### config.mk
export PLATFORM = sky130hd
export DESIGN_NAME = sdram_burst_colgen
export DESIGN_NICKNAME = d
export VERILOG_FILES = /design/src/rtl/sdram_colgen_pkg.sv /design/src/rtl/colgen_len_decode.sv /design/src/rtl/colgen_addr_calc.sv /design/src/rtl/sdram_burst_colgen.sv
export SDC_FILE = /design/constraint.sdc
export NUM_CORES = 1
export LEC_CHECK = 0
export ABC_CLOCK_PERIOD_IN_PS = 3200
export BUFFER_PORTS_ARGS = -buffer_cell sky130_fd_sc_hd__buf_4
export CAP_MARGIN = 20
export CORE_UTILIZATION = 35
export CTS_BUF_LIST = sky130_fd_sc_hd__clkbuf_2 sky130_fd_sc_hd__clkbuf_4 sky130_fd_sc_hd__clkbuf_8
export CTS_CLUSTER_SIZE = 24
export DETAILED_ROUTE_END_ITERATION = 8
export GPL_TIMING_DRIVEN = 0
export SETUP_SLACK_MARGIN = 0.05
export SLEW_MARGIN = 0
export SYNTH_ARGS = -nofsm -noshare
export SYNTH_HDL_FRONTEND = slang
export SYNTH_SLANG_ARGS = --single-unit
### constraint.sdc
create_clock -name clk -period 3.2 [get_ports clk]
set_clock_uncertainty 0.1 [all_clocks]
set_input_delay 0.32 -clock clk [delete_from_list [all_inputs] [get_ports clk]]
set_output_delay 0.32 -clock clk [all_outputs]
set_load 0.01 [all_outputs]
### src/rtl/sdram_colgen_pkg.sv
package sdram_colgen_pkg;

    typedef enum logic [1:0] {
        ST_IDLE  = 2'd0,
        ST_FIXED = 2'd1,
        ST_PAGE  = 2'd2
    } colgen_state_e;

    localparam logic [2:0] BLC_ONE  = 3'b000;
    localparam logic [2:0] BLC_TWO  = 3'b001;
    localparam logic [2:0] BLC_FOUR = 3'b010;
    localparam logic [2:0] BLC_EIGHT = 3'b011;
    localparam logic [2:0] BLC_PAGE = 3'b111;

endpackage

### src/rtl/colgen_len_decode.sv
module colgen_len_decode #(
    parameter int COL_W = 9
) (
    input  logic [2:0]       bl_code,
    output logic [COL_W-1:0] wrap_mask,
    output logic             is_page
);
    import sdram_colgen_pkg::*;

    // wrap_mask = burst length - 1 for fixed bursts; all ones for a page
    always_comb begin
        wrap_mask = '0;
        is_page   = 1'b0;
        unique case (bl_code)
            BLC_TWO:   wrap_mask = COL_W'(1);
            BLC_FOUR:  wrap_mask = COL_W'(3);
            BLC_EIGHT: wrap_mask = COL_W'(7);
            BLC_PAGE: begin
                wrap_mask = '1;
                is_page   = 1'b1;
            end
            default:   wrap_mask = '0;   // single beat, reserved codes too
        endcase
    end
endmodule

### src/rtl/colgen_addr_calc.sv
module colgen_addr_calc #(
    parameter int COL_W = 9
) (
    input  logic [COL_W-1:0] base_col,
    input  logic [COL_W-1:0] beat_cnt,
    input  logic [COL_W-1:0] wrap_mask,
    input  logic             ilv_mode,
    output logic [COL_W-1:0] beat_col
);
    logic [COL_W-1:0] low_part;

    always_comb begin
        if (ilv_mode) low_part = base_col ^ beat_cnt;
        else          low_part = base_col + beat_cnt;
        beat_col = (base_col & ~wrap_mask) | (low_part & wrap_mask);
    end
endmodule

### src/rtl/sdram_burst_colgen.sv
module sdram_burst_colgen #(
    parameter int COL_W = 9
) (
    input  logic             clk,
    input  logic             rst_n,
    input  logic             cke,
    input  logic             start,
    input  logic [COL_W-1:0] start_col,
    input  logic [2:0]       bl_code,
    input  logic             burst_ilv,
    input  logic             stop,
    output logic [COL_W-1:0] col_out,
    output logic             col_valid,
    output logic             last_beat
);
    import sdram_colgen_pkg::*;

    colgen_state_e    state_q, state_d;
    logic [COL_W-1:0] base_q, base_d;
    logic [COL_W-1:0] cnt_q, cnt_d;
    logic [COL_W-1:0] mask_q, mask_d;
    logic             ilv_q, ilv_d;

    logic [COL_W-1:0] dec_mask;
    logic             dec_page;
    logic [COL_W-1:0] calc_col;
    logic             at_final;

    colgen_len_decode #(.COL_W(COL_W)) len_dec_i (
        .bl_code   (bl_code),
        .wrap_mask (dec_mask),
        .is_page   (dec_page)
    );

    colgen_addr_calc #(.COL_W(COL_W)) addr_calc_i (
        .base_col  (base_q),
        .beat_cnt  (cnt_q),
        .wrap_mask (mask_q),
        .ilv_mode  (ilv_q),
        .beat_col  (calc_col)
    );

    assign at_final = (state_q == ST_FIXED) && (cnt_q == mask_q);

    // next-state and datapath selection
    always_comb begin
        state_d = state_q;
        base_d  = base_q;
        cnt_d   = cnt_q;
        mask_d  = mask_q;
        ilv_d   = ilv_q;
        if (start) begin
            base_d  = start_col;
            cnt_d   = '0;
            mask_d  = dec_mask;
            ilv_d   = burst_ilv & ~dec_page;
            state_d = dec_page ? ST_PAGE : ST_FIXED;
        end else begin
            unique case (state_q)
                ST_IDLE: state_d = ST_IDLE;
                ST_FIXED: begin
                    if (stop || at_final) state_d = ST_IDLE;
                    else                  cnt_d   = cnt_q + 1'b1;
                end
                ST_PAGE: begin
                    if (stop) state_d = ST_IDLE;
                    else      cnt_d   = cnt_q + 1'b1;
                end
                default: state_d = ST_IDLE;
            endcase
        end
    end

    // state register; a low clock enable freezes everything
    always_ff @(posedge clk) begin
        if (!rst_n) begin
            state_q <= ST_IDLE;
            base_q  <= '0;
            cnt_q   <= '0;
            mask_q  <= '0;
            ilv_q   <= 1'b0;
        end else if (cke) begin
            state_q <= state_d;
            base_q  <= base_d;
            cnt_q   <= cnt_d;
            mask_q  <= mask_d;
            ilv_q   <= ilv_d;
        end
    end

    // outputs
    always_comb begin
        col_valid = (state_q != ST_IDLE);
        col_out   = col_valid ? calc_col : '0;
        last_beat = at_final;
    end
endmodule

### Word-level counts from Yosys, hierarchy flattened

Index checks and enable logic that the tools add are counted.

* reductions and logical operators: 7
* equal/unequal tests: 11
* add/subtract/negate cells: 2
* shift-type cells: 0
* mux-type cells: 13
* bitwise operators: 7
* magnitude comparators: 0
* div/mod/pow operators: 0
* $mul: 0

Operators with widths (count)
* 9-bit two-way mux: 5
* 9-bit case mux with 4 select lines: 1
* 9-bit AND: 2
* 9-bit case mux with 2 select lines: 1
* 9-bit by 1-bit adder with 9-bit output, second input constant: 1
* 9-bit adder: 1
* 9-bit == test: 1
* 3-bit != test, second input constant: 3
* 9-bit inverter: 1
* 9-bit OR: 1
* 9-bit bitwise XOR: 1
* 2-bit two-way mux: 4
* 3-bit by 2-bit == test with 1-bit output, second input constant: 2
* 2-bit case mux with 2 select lines: 1
* 4-bit AND reduction: 1
* 3-bit by 1-bit == test with 1-bit output, second input constant: 1
* 3-bit == test, second input constant: 1
* 3-bit by 2-bit != test with 1-bit output, second input constant: 1
* 3-bit AND reduction: 1
* 3-bit nonzero test: 1
* 2-bit by 1-bit == test with 1-bit output, second input constant: 1
* 2-bit == test, second input constant: 1
* 2-bit AND reduction: 1
* 2-bit nonzero test: 1
* 5 further kinds: 5

* bits in latches: 0
* output and inout port bits: 11
* ROM bits: 0
* input bits: 18
* memories kept: 0
* memory bits (writable): 0
* logic and storage cells: 45
* flip-flop bits (word level): 30

### Longest topological paths before layout

Gate-level depths: netlist (run 1).

* depth in word-level cells: 6
* mapped depth: 8
* depth with buffers taken out: 8

### Modules after synthesis

Synthesis (run 1) repeated with hierarchy kept, for this count alone.

* cell total of the unflattened synthesis: 283
* area, all modules: 2257.2 um^2

Modules (own cells, without submodules)
* sdram_burst_colgen: area each 1654.1 um^2, sequential area each 600.6 um^2, instances 1, cells each 204
* colgen_addr_calc: area each 519.2 um^2, sequential area each 0.0 um^2, instances 1, cells each 67
* colgen_len_decode: area each 83.8 um^2, sequential area each 0.0 um^2, instances 1, cells each 12

### Worst setup path before layout (run 1)

Ideal clock, no wire load.

* path type: register to output
* start point: reg cnt_q[0]
* end point: out col_out[8]
* stages on the path, launching flop included: 9
* required time: 2.780 ns
* setup slack: 0.701 ns
* path buffers: 0
* arrival time: 2.079 ns
* cells stage by stage: dfxtp_1 -> ha_1 -> fa_1 -> a21o_1 -> a221oi_1 -> o221ai_1 -> xor2_1 -> a21oi_1 -> a31o_1

* longest elaborated chain between the ends: 5

Ends and longest elaborated chain
* start, declared: RTL line sdram_burst_colgen.sv:20 `logic [COL_W-1:0] cnt_q, cnt_d;`
* start signal, assigned: RTL line sdram_burst_colgen.sv:85 `cnt_q <= cnt_d;`
* 9-bit adder: RTL line colgen_addr_calc.sv:14 `else low_part = base_col + beat_cnt;`
* 9-bit two-way mux: RTL line colgen_addr_calc.sv:13 `if (ilv_mode) low_part = base_col ^ beat_cnt;`
* 9-bit AND: RTL line colgen_addr_calc.sv:15 `beat_col = (base_col & ~wrap_mask) | (low_part & wrap_mask);`
* 9-bit OR: RTL line colgen_addr_calc.sv:15
* 9-bit two-way mux: RTL line sdram_burst_colgen.sv:94 `col_out = col_valid ? calc_col : '0;`
* end, declared: RTL line sdram_burst_colgen.sv:12 `output logic [COL_W-1:0] col_out,`

Every way passes these cells.

### Final worst setup path (run 1)

Ends and elaborated chain as after synthesis.

==> results of run 1 <==
where the power goes:
group	leakage [nW]	internal (mW)	switching [mW]	total, mW
logic	0.627	0.0430	0.0584	0.101
clock network	0.0255	0.0872	0.107	0.194
registers	0.204	0.320	0.00881	0.329
total	0.856	0.450	0.174	0.624
cells in the mapped netlist (2+ instances only):
| cell | number | area, um^2 |
|---|---|---|
| a31o_1 | 2 | 17.5 |
| mux2i_1 | 5 | 50.1 |
| a311oi_1 | 4 | 35.0 |
| nand2b_1 | 5 | 31.3 |
| inv_1 | 7 | 26.3 |
| nand3_1 | 6 | 30.0 |
| o31ai_1 | 2 | 15.0 |
| ha_1 | 9 | 113 |
| a211oi_1 | 2 | 15.0 |
| nor2b_1 | 3 | 18.8 |
| o21ai_0 | 8 | 40.0 |
| dfxtp_1 | 25 | 500 |
| and3_1 | 5 | 31.3 |
| a21oi_1 | 29 | 145 |
| nor4_1 | 2 | 12.5 |
| nor2_1 | 23 | 86.3 |
| xor2_1 | 6 | 52.6 |
| nand3b_1 | 2 | 15.0 |
| nand4_1 | 5 | 31.3 |
| a21o_1 | 3 | 22.5 |
| or3_1 | 4 | 25.0 |
| nand2_1 | 28 | 105 |
| clkbuf_1 | 10 | 37.5 |
| and2_1 | 2 | 12.5 |
| a31oi_1 | 2 | 12.5 |
final cells by class:
| cell class | count | area [um^2] |
|---|---|---|
| Multi-Input combinational cell | 178 | 1150 |
| Clock inverter | 1 | 5.00 |
| Fill cell | 498 | 2640 |
| Buffer | 11 | 48.8 |
| Clock buffer | 3 | 41.3 |
| Tap cell | 54 | 67.6 |
| Inverter | 7 | 26.3 |
| Sequential cell | 25 | 502 |
| Timing Repair Buffer | 28 | 210 |
through the flow:
| stage | total power [mW] | setup WS (ns) |
|---|---|---|
| 2_1_floorplan | 0.393 | 0.701 |
| 3_3_place_gp | 0.435 | 0.327 |
| 3_5_place_dp | 0.436 | 0.306 |
| 4_1_cts | 0.632 | 0.124 |
| 5_1_grt | 0.657 | 0.0530 |
| 6_report | 0.624 | 0.200 |
state kept, by name (all words and copies together) (netlist names):
name / flops
cnt_q: 9
state_q: 2
mask_q: 4
base_q: 9
ilv_q: 1
path summary, 6_finish.rpt:
path,slack (ns),endpoint
setup / recovery,0.20,col_out[8]
hold / removal,0.18,base_q[3]$_SDFFE_PN0P_
setup reg to reg,0.91,cnt_q[7]$_SDFFE_PN0P_
hold reg to reg,0.38,base_q[7]$_SDFFE_PN0P_
metal layers:
metal / GRT usage / vias to the layer above / wire length (um)
met5: 0 / - / 0
met4: 0.0327 / 0 / 25
met3: 0.0197 / 2 / 155
met2: 0.296 / 36 / 2030
met1: 0.280 / 794 / 2330
li1: - / 865 / -
logic make-up (layout without fill, tap and decap cells):
kind of cell,Yosys count,count (layout)
flip-flops,25,25
AND/OR/NAND/NOR,94,94
multiplexers,5,5
XOR/XNOR,7,7
AO/OA/AOI/OAI,62,62
adder cells (fa/ha/maj),10,10
buffers and inverters,18,50
worst max-delay path, delay by kind of cell (launching register included):
kind / cells / cell delay [ns]
compound gates: 4 / 0.87
xor+xnor: 1 / 0.17
fa+ha+maj: 2 / 0.61
buf+inv: 2 / 0.28
flops: 1 / 0.37
repair_timing:
| item | in CTS | in global routing |
|---|---|---|
| gates resized for setup | 1 | 3 |
| setup buffers | 0 | 1 |
| setup endpoints to repair | 1 | 1 |
==> impl_results.md, run 1 <==
- Final Setup Violations: 0
- # hold bufs at CTS: 0
- Antenna Cells: 0
- Least-Margin Pin Slew: 0.839 ns
- Initial drt markers: 109
- Final ANT Viol Nets: 0
- Leading register cell type out of synthesis: dfxtp_1
- Synthesized cell area: 1710 um^2
- Synth Area in XOR/XNOR: 0.0360
- Start point of the critical path: cnt_q[0]$_SDFFE_PN0P_
- Synth Area in Simple Gates: 0.286
- Total CTS buffers: 3
- Main combinational cell family by area after synthesis: simple AND/OR/NAND/NOR gates
- Core Util, Final: 0.438
- CP Capture Type: output pin
- Slowest CP cell: fa_1
- Via density: 5.53
- Leakage power: 0.856 nW
- Inst Count DP: 302
- Seq/Total Area, Yosys: 0.293
- Synthesized-area fraction occupied by adder cells: 0.0778
- Layout cells sized above 1: 0.162
- Worst-path cell chain: ha_1 > fa_1 > a21o_1 > a221oi_4 > o221ai_2 > xor2_1 > buf_4 > a31o_1 > buf_4
- Most common cell after layout, fill and taps aside: a21oi_1
- Vias: 1697
- Pwr dens: 304 nW/um^2
- Area delta synth->final: 20.5%
- Hold_sp: start_col[3]
- Unrepaired setup endpoints after global routing: false
- Max-Cap Viols: 0
- Die ar.: 5160 um^2
- Drt pass-1 iters: 4
- Largest net degree at the start of global routing: 15
- Commonest cells after routing, fill and taps aside: 29 x a21oi_1, 28 x nand2_1, 28 x buf_4
- CTS tree: built
- Startpoint types: flop
- Run status: finished clean
- Hold path depth: 3
- Syn nets: 249
- Routability cong.: 0.806
- Port Buffers: 27
- Max Slew Vio Count: 0
- EDFF count, synth: 0
- Post-synthesis cell count: 221
- Core area: 4690 um^2
- Max_slew headroom: 0.439
- Asr flop ratio synth: 0
- Boundary Pins: 29
- Syn avg cell area: 7.72 um^2
- Worst Path Arrival: 2.58 ns
- Die width: 71.8 um
- Clock Latency Late Sink: 0.27 ns
- Initial Util: 0.363
- Worst path required time: 2.78 ns
- Row Count: 25
- Avg WL per Cell: 14.8 um
- Worst-path maximum fanout: 7
- Ys Warns: 0
- GR Overflow Total: 0
- Peak supply drop: 0.000146 V
- Maximum clock frequency: 333 MHz
- Layout net count: 282
- WL final: 4540 um
- R2R Path Start: cnt_q[5]$_SDFFE_PN0P_
- Synth unique cells: 47
- CTS clk-pin slew, worst paths: 0.09 ns
- CP Class: reg2out
- Clock Path Buffers: 2
- Yosys reg bits: 25
- Final min period: 3.00 ns
- Clock sink count: 25
- Die Y: 71.8 um
- CTS HTree Levels: 1
- Reg2Reg Depth: 7
- Endpoints failing hold: 0
- Fin cells: 307
- Post-synthesis mux area share: 0.0293
- DP HPWL: 3340 um
- Hold Crit Class: in2reg
- Final Cycle Share: 0.937
- Fin Hold WS: 0.185 ns
- Placed cell areas: 1980 um^2
- CTS root buf: clkbuf_8
- Setup TNS: 0 ns
- Most Frequent Cell on Critical Path: buf_4
- Vias in the first global route: 1546
- Fin area: 2050 um^2
- Synth Area in Compound Gates: 0.233
- DRC Markers: 0
- GRT Total Usage: 0.188
- CP peak stage delay: 0.38 ns
- First-pass GRT wire length: 7620 um
- Initial antenna violation count: 0
No activity file was read; power rests on OpenSTA's default activity.
==> inputs of run 2 (changes only) <==
--- a/config.mk
+++ b/config.mk
@@ -5,7 +5,7 @@
 export SDC_FILE = /design/constraint.sdc
 export NUM_CORES = 1
 export LEC_CHECK = 0
-export ABC_CLOCK_PERIOD_IN_PS = 3200
+export ABC_CLOCK_PERIOD_IN_PS = 2650
 export BUFFER_PORTS_ARGS = -buffer_cell sky130_fd_sc_hd__buf_4
 export CAP_MARGIN = 20
 export CORE_UTILIZATION = 35
@@ -13,6 +13,7 @@
 export CTS_CLUSTER_SIZE = 24
 export DETAILED_ROUTE_END_ITERATION = 8
 export GPL_TIMING_DRIVEN = 0
+export REMOVE_ABC_BUFFERS = 1
 export SETUP_SLACK_MARGIN = 0.05
 export SLEW_MARGIN = 0
 export SYNTH_ARGS = -nofsm -noshare
==> constraint.sdc (replaced) <==
create_clock -name clk -period 2.65 [get_ports clk]
set_clock_uncertainty 0.1 [all_clocks]
set_input_delay 0.6625 -clock clk [delete_from_list [all_inputs] [get_ports clk]]
set_output_delay 0.6625 -clock clk [all_outputs]
set_load 0.01 [all_outputs]
==> impl_results.md, run 2 (synthesis results as in run 1) <==
- Run status: finished, violations left
- Failing checks: negative setup slack
- DP HPWL: 2860 um
- GRT Total Usage: 0.172
- Fin worst setup slack: -0.525 ns
- Initial drt markers: 47
- CP bufs+invs: 1
- Area delta synth->final: 24.6%
- Area occupied by multi-input gates: 1210 um^2
- Unrepaired setup endpoints after global routing: true
- WL final: 4080 um
- CP Class: reg2out
- Total CTS buffers: 3
- CTS clk-pin slew, worst paths: 0.09 ns
- CTS HTree Levels: 1
- Core area: 4690 um^2
- Pwr dens: 358 nW/um^2
- Slowest CP cell: fa_2
- Endpoints failing hold: 0
- Boundary Pins: 29
- Routability cong.: 0.870
- Vias: 1637
- First-pass GRT wire length: 6990 um
- Port Buffers: 28
- Inst Count DP: 292
- Max Slew Vio Count: 0
- Reg-to-reg slack, setup: 0.49 ns
- Antenna Cells: 0
- Worst-path cell chain: ha_4 > fa_2 > a21o_1 > a221oi_4 > o221ai_1 > xor2_1 > a21oi_1 > a31o_1 > buf_6
- Worst-path maximum fanout: 3
- Top Registers: base_q: 9 flops, cnt_q: 9 flops, mask_q: 4 flops
- Clock sink count: 25
- Final ANT Viol Nets: 0
- Fin cells: 301
- Die Y: 71.8 um
- CP peak stage delay: 0.37 ns
- CTS tree: built
- CP Capture Type: output pin
- Crit-path leading delay family: compound AO/OA/AOI/OAI gates
- Layout net count: 276
- Worst path required time: 1.89 ns
- Filler instances: 483
- Crit path depth: 9
- # hold bufs at CTS: 0
- Hold Crit Class: reg2reg
- CTS root buf: clkbuf_8
- Leakage power: 0.863 nW
- Worst reg2reg endpoint: cnt_q[7]$_SDFFE_PN0P_
- Final Cycle Share: 1.20
- Maximum clock frequency: 315 MHz
- Hold EP: base_q[8]$_SDFFE_PN0P_
- Setup TNS: -1.45 ns
- Largest net degree at the start of global routing: 23
- Initial antenna violation count: 0
- R2R Path Start: cnt_q[5]$_SDFFE_PN0P_
- Initial Util: 0.363
- Worst Path Arrival: 2.41 ns
- Die ar.: 5160 um^2
- DRC Markers: 0
- Clock Latency Late Sink: 0.28 ns
- Hold_sp: base_q[8]$_SDFFE_PN0P_
- Most common cell after layout, fill and taps aside: buf_4
- Startpoint types: flop
- Register area: 523 um^2
- Max-Cap Viols: 0
- Least-Margin Pin Slew: 0.774 ns
- Max_slew headroom: 0.482
- Clock Path Buffers: 2
- Row Count: 25
- Final Setup Violations: 5
- GR Overflow Total: 0
- Vias in the first global route: 1518
- Drt pass-1 iters: 4
- Avg WL per Cell: 13.6 um
- Layout cells sized above 1: 0.247
- Final min period: 3.18 ns
- Via density: 5.44
- Peak supply drop: 0.000160 V
- Commonest cells after routing, fill and taps aside: 32 x buf_4, 28 x nand2_1, 28 x a21oi_1
- Hold path depth: 2
- Reg2Reg Depth: 7
- Die width: 71.8 um
-- run 2: final cells by class --
cell class              count  share of cell area
well taps                  54              0.0318
repair buffers             33               0.118
clock buffers               4              0.0230
inverters                   7              0.0124
flip-flops and latches     25               0.246
multi-input cells         178               0.568
-- run 2: through the flow --
| step | hold WS [ns] | power [mW] | cell area (um^2) | worst slack [ns] | util |
|---|---|---|---|---|---|
| floorplan | 0.350 | 0.468 | 1660 | -0.205 | - |
| global placement | 0.363 | 0.520 | 1930 | -0.557 | 0.412 |
| detailed placement | 0.370 | 0.521 | 1930 | -0.560 | 0.412 |
| CTS | 0.383 | 0.762 | 2090 | -0.559 | 0.445 |
| global route | 0.416 | 0.803 | 2120 | -0.692 | 0.453 |
| finish | 0.381 | 0.761 | 2120 | -0.525 | 0.453 |
-- run 2: how the worst max path moves through the flow --
stage | startpoint | to | slack [ns]
floorplan | cnt_q[0]$_SDFFE_PN0P_ | col_out[8] | -0.20
global placement | cnt_q[0]$_SDFFE_PN0P_ | col_out[8] | -0.56
detailed placement | cnt_q[0]$_SDFFE_PN0P_ | col_out[8] | -0.56
CTS | cnt_q[0]$_SDFFE_PN0P_ | col_out[8] | -0.56
global route | base_q[0]$_SDFFE_PN0P_ | col_out[8] | -0.69
finish | cnt_q[0]$_SDFFE_PN0P_ | col_out[8] | -0.53
-- run 2: metal layers --
layer	vias to the layer above	share of wire	global-route usage
met4	0	0.015	0.0588
li1	858	-	-
met5	-	0	0
met2	30	0.45	0.280
met1	744	0.51	0.235
met3	5	0.025	0.0211
-- run 2: report_power, final --
| part | internal (mW) | switching (mW) | total (mW) |
|---|---|---|---|
| logic | 0.0526 | 0.0659 | 0.118 |
| clock network | 0.118 | 0.130 | 0.248 |
| registers | 0.382 | 0.0124 | 0.395 |
-- run 2: what timing repair did --
item,in CTS,in global routing
gates resized for setup,22,5
buffers inserted,4,1
endpoints found under the setup margin,9,9
pin swaps,10,5
-- run 2: worst min-delay path: cells and delay by family, from the launching register on --
kind	cells	cell delay (ns)
flops	1	0.33
simple gates	1	0.06
compound gates	1	0.05
==> inputs of run 3 (changes only) <==
--- a/config.mk
+++ b/config.mk
@@ -8,12 +8,12 @@
 export ABC_CLOCK_PERIOD_IN_PS = 2650
 export BUFFER_PORTS_ARGS = -buffer_cell sky130_fd_sc_hd__buf_4
 export CAP_MARGIN = 20
-export CORE_UTILIZATION = 35
+export CORE_UTILIZATION = 52
 export CTS_BUF_LIST = sky130_fd_sc_hd__clkbuf_2 sky130_fd_sc_hd__clkbuf_4 sky130_fd_sc_hd__clkbuf_8
 export CTS_CLUSTER_SIZE = 24
 export DETAILED_ROUTE_END_ITERATION = 8
 export GPL_TIMING_DRIVEN = 0
-export REMOVE_ABC_BUFFERS = 1
+export PLACE_DENSITY = 0.88
 export SETUP_SLACK_MARGIN = 0.05
 export SLEW_MARGIN = 0
 export SYNTH_ARGS = -nofsm -noshare
==> impl_results.md, run 3 (synthesis results as in run 1) <==
- CTS HTree Levels: 1
- Clock power share: 0.262
- CP peak stage delay: 0.39 ns
- Initial drt markers: 108
- Hold_sp: base_q[6]$_SDFFE_PN0P_
- Die width: 59.3 um
- Port Buffers: 27
- Routability cong.: 0.865
- First-pass GRT wire length: 7200 um
- DP HPWL: 3180 um
- Clock Path Buffers: 2
- Commonest cells after routing, fill and taps aside: 34 x buf_4, 28 x nand2_1, 27 x a21oi_1
- WL final: 4950 um
- Crit-path leading delay family: compound AO/OA/AOI/OAI gates
- Leakage power: 0.887 nW
- Filler instances: 251
- Setup TNS: -1.84 ns
- Clock sink count: 25
- Internal power: 0.509 mW
- GRT Total Usage: 0.273
- Maximum clock frequency: 310 MHz
- Startpoint types: flop
- Drt pass-1 iters: 4
- Failing checks: negative setup slack
- CTS clk-pin slew, worst paths: 0.14 ns
- Total CTS buffers: 3
- Reg power frac: 0.548
- Fin cells: 304
- Layout net count: 289
- Die Y: 59.3 um
- NetSw: 0.208 mW
- Least-Margin Pin Slew: 0.936 ns
- Final ANT Viol Nets: 0
- Core area: 3080 um^2
- Initial Util: 0.554
- CP bufs+invs: 1
- Unrepaired setup endpoints after global routing: true
- Worst-path maximum fanout: 2
- GR Overflow Total: 0
- Antenna Cells: 0
- Largest net degree at the start of global routing: 14
- Pwr dens: 326 nW/um^2
- Fin Hold WS: 0.384 ns
- Most common cell after layout, fill and taps aside: buf_4
- Clock Latency Late Sink: 0.32 ns
- Boundary Pins: 29
- Initial antenna violation count: 0
- Final Setup Violations: 7
- Worst-path cell chain: ha_4 > fa_2 > a21o_1 > a221oi_4 > o221ai_2 > xor2_1 > a21oi_1 > a31o_1 > buf_6
- DRC Markers: 0
- CTS tree: built
- Row Count: 20
- CTS root buf: clkbuf_4
- Combinational share of power: 0.190
- Sw Ratio: 0.290
- Die ar.: 3510 um^2
- Worst Path Arrival: 2.47 ns
- Peak supply drop: 0.000232 V
- Final min period: 3.23 ns
- Worst path required time: 1.89 ns
- Final Cycle Share: 1.22
- Layout cells sized above 1: 0.269
- Placed cell areas: 1990 um^2
- Run status: finished, violations left
- Vias: 1835
- Via density: 6.04
- Max_slew headroom: 0.374
- Core Util, Final: 0.714
- CP Capture Type: output pin
- Top Registers: base_q: 9 flops, cnt_q: 9 flops, mask_q: 4 flops
- Hold Crit Class: reg2reg
- Area delta synth->final: 28.9%
- Max Slew Vio Count: 0
- Avg WL per Cell: 16.3 um
- CP Class: reg2out
- Max-Cap Viols: 0
- Register area: 527 um^2
- Endpoints failing hold: 0
- Slowest CP cell: dfxtp_4
- R2R Path Start: cnt_q[2]$_SDFFE_PN0P_
- Inst Count DP: 292
- Area occupied by multi-input gates: 1240 um^2
- Fin worst setup slack: -0.579 ns
- Fin area: 2200 um^2
- Start point of the critical path: cnt_q[0]$_SDFFE_PN0P_
- Vias in the first global route: 1552
-- run 3: worst min-delay path, delay by kind of cell (launching register included) --
| family | cells | cell delay, ns |
|---|---|---|
| AO/OA/AOI/OAI | 1 | 0.05 |
| AND/OR/NAND/NOR | 1 | 0.05 |
| flip-flops | 1 | 0.35 |
-- run 3: final cells by class --
class | instances | share of cell area
Buffer | 11 | 0.0228
Clock buffer | 4 | 0.0137
Inverter | 7 | 0.0120
Multi-Input combinational cell | 178 | 0.566
Sequential cell | 25 | 0.240
Tap cell | 44 | 0.0250
Timing Repair Buffer | 35 | 0.121
-- run 3: final timing paths --
kind / endpoint / cells past startpoint / slack [ns]
min reg2reg: base_q[6]$_SDFFE_PN0P_ / 2 / 0.38
max: col_out[8] / 9 / -0.58
min: base_q[6]$_SDFFE_PN0P_ / 2 / 0.38
max reg2reg: cnt_q[7]$_SDFFE_PN0P_ / 9 / 0.36
-- run 3: layer usage --
layer | vias up | track usage | wire length [um] | share of wire
met5 | - | 0 | 0 | 0
met4 | 0 | 0.116 | 97 | 0.020
met3 | 10 | 0.0349 | 345 | 0.070
met2 | 90 | 0.419 | 2470 | 0.50
met1 | 857 | 0.382 | 2040 | 0.41
li1 | 878 | - | - | -
-- run 3: power by group through the flow --
stage	Sequential (mW)	Clock [mW]	Combinational [mW]
floorplan	0.403	0	0.0733
global placement	0.405	0	0.118
detailed placement	0.405	0	0.122
CTS	0.393	0.185	0.126
global route	0.394	0.203	0.149
finish	0.393	0.188	0.137
-- run 3: stage by stage --
step / total power [mW] / setup slack (ns)
floorplan: 0.476 / 0.0219
global placement: 0.523 / -0.227
detailed placement: 0.527 / -0.258
CTS: 0.704 / -0.534
global route: 0.746 / -0.702
finish: 0.717 / -0.579
-- run 3: what timing repair did --
item                                    4_1_cts  5_1_grt
pin swaps                                     9        8
resized for setup                            18       13
endpoints found under the setup margin        9        9
hold buffers                                  0        0
setup buffers                                 5        3
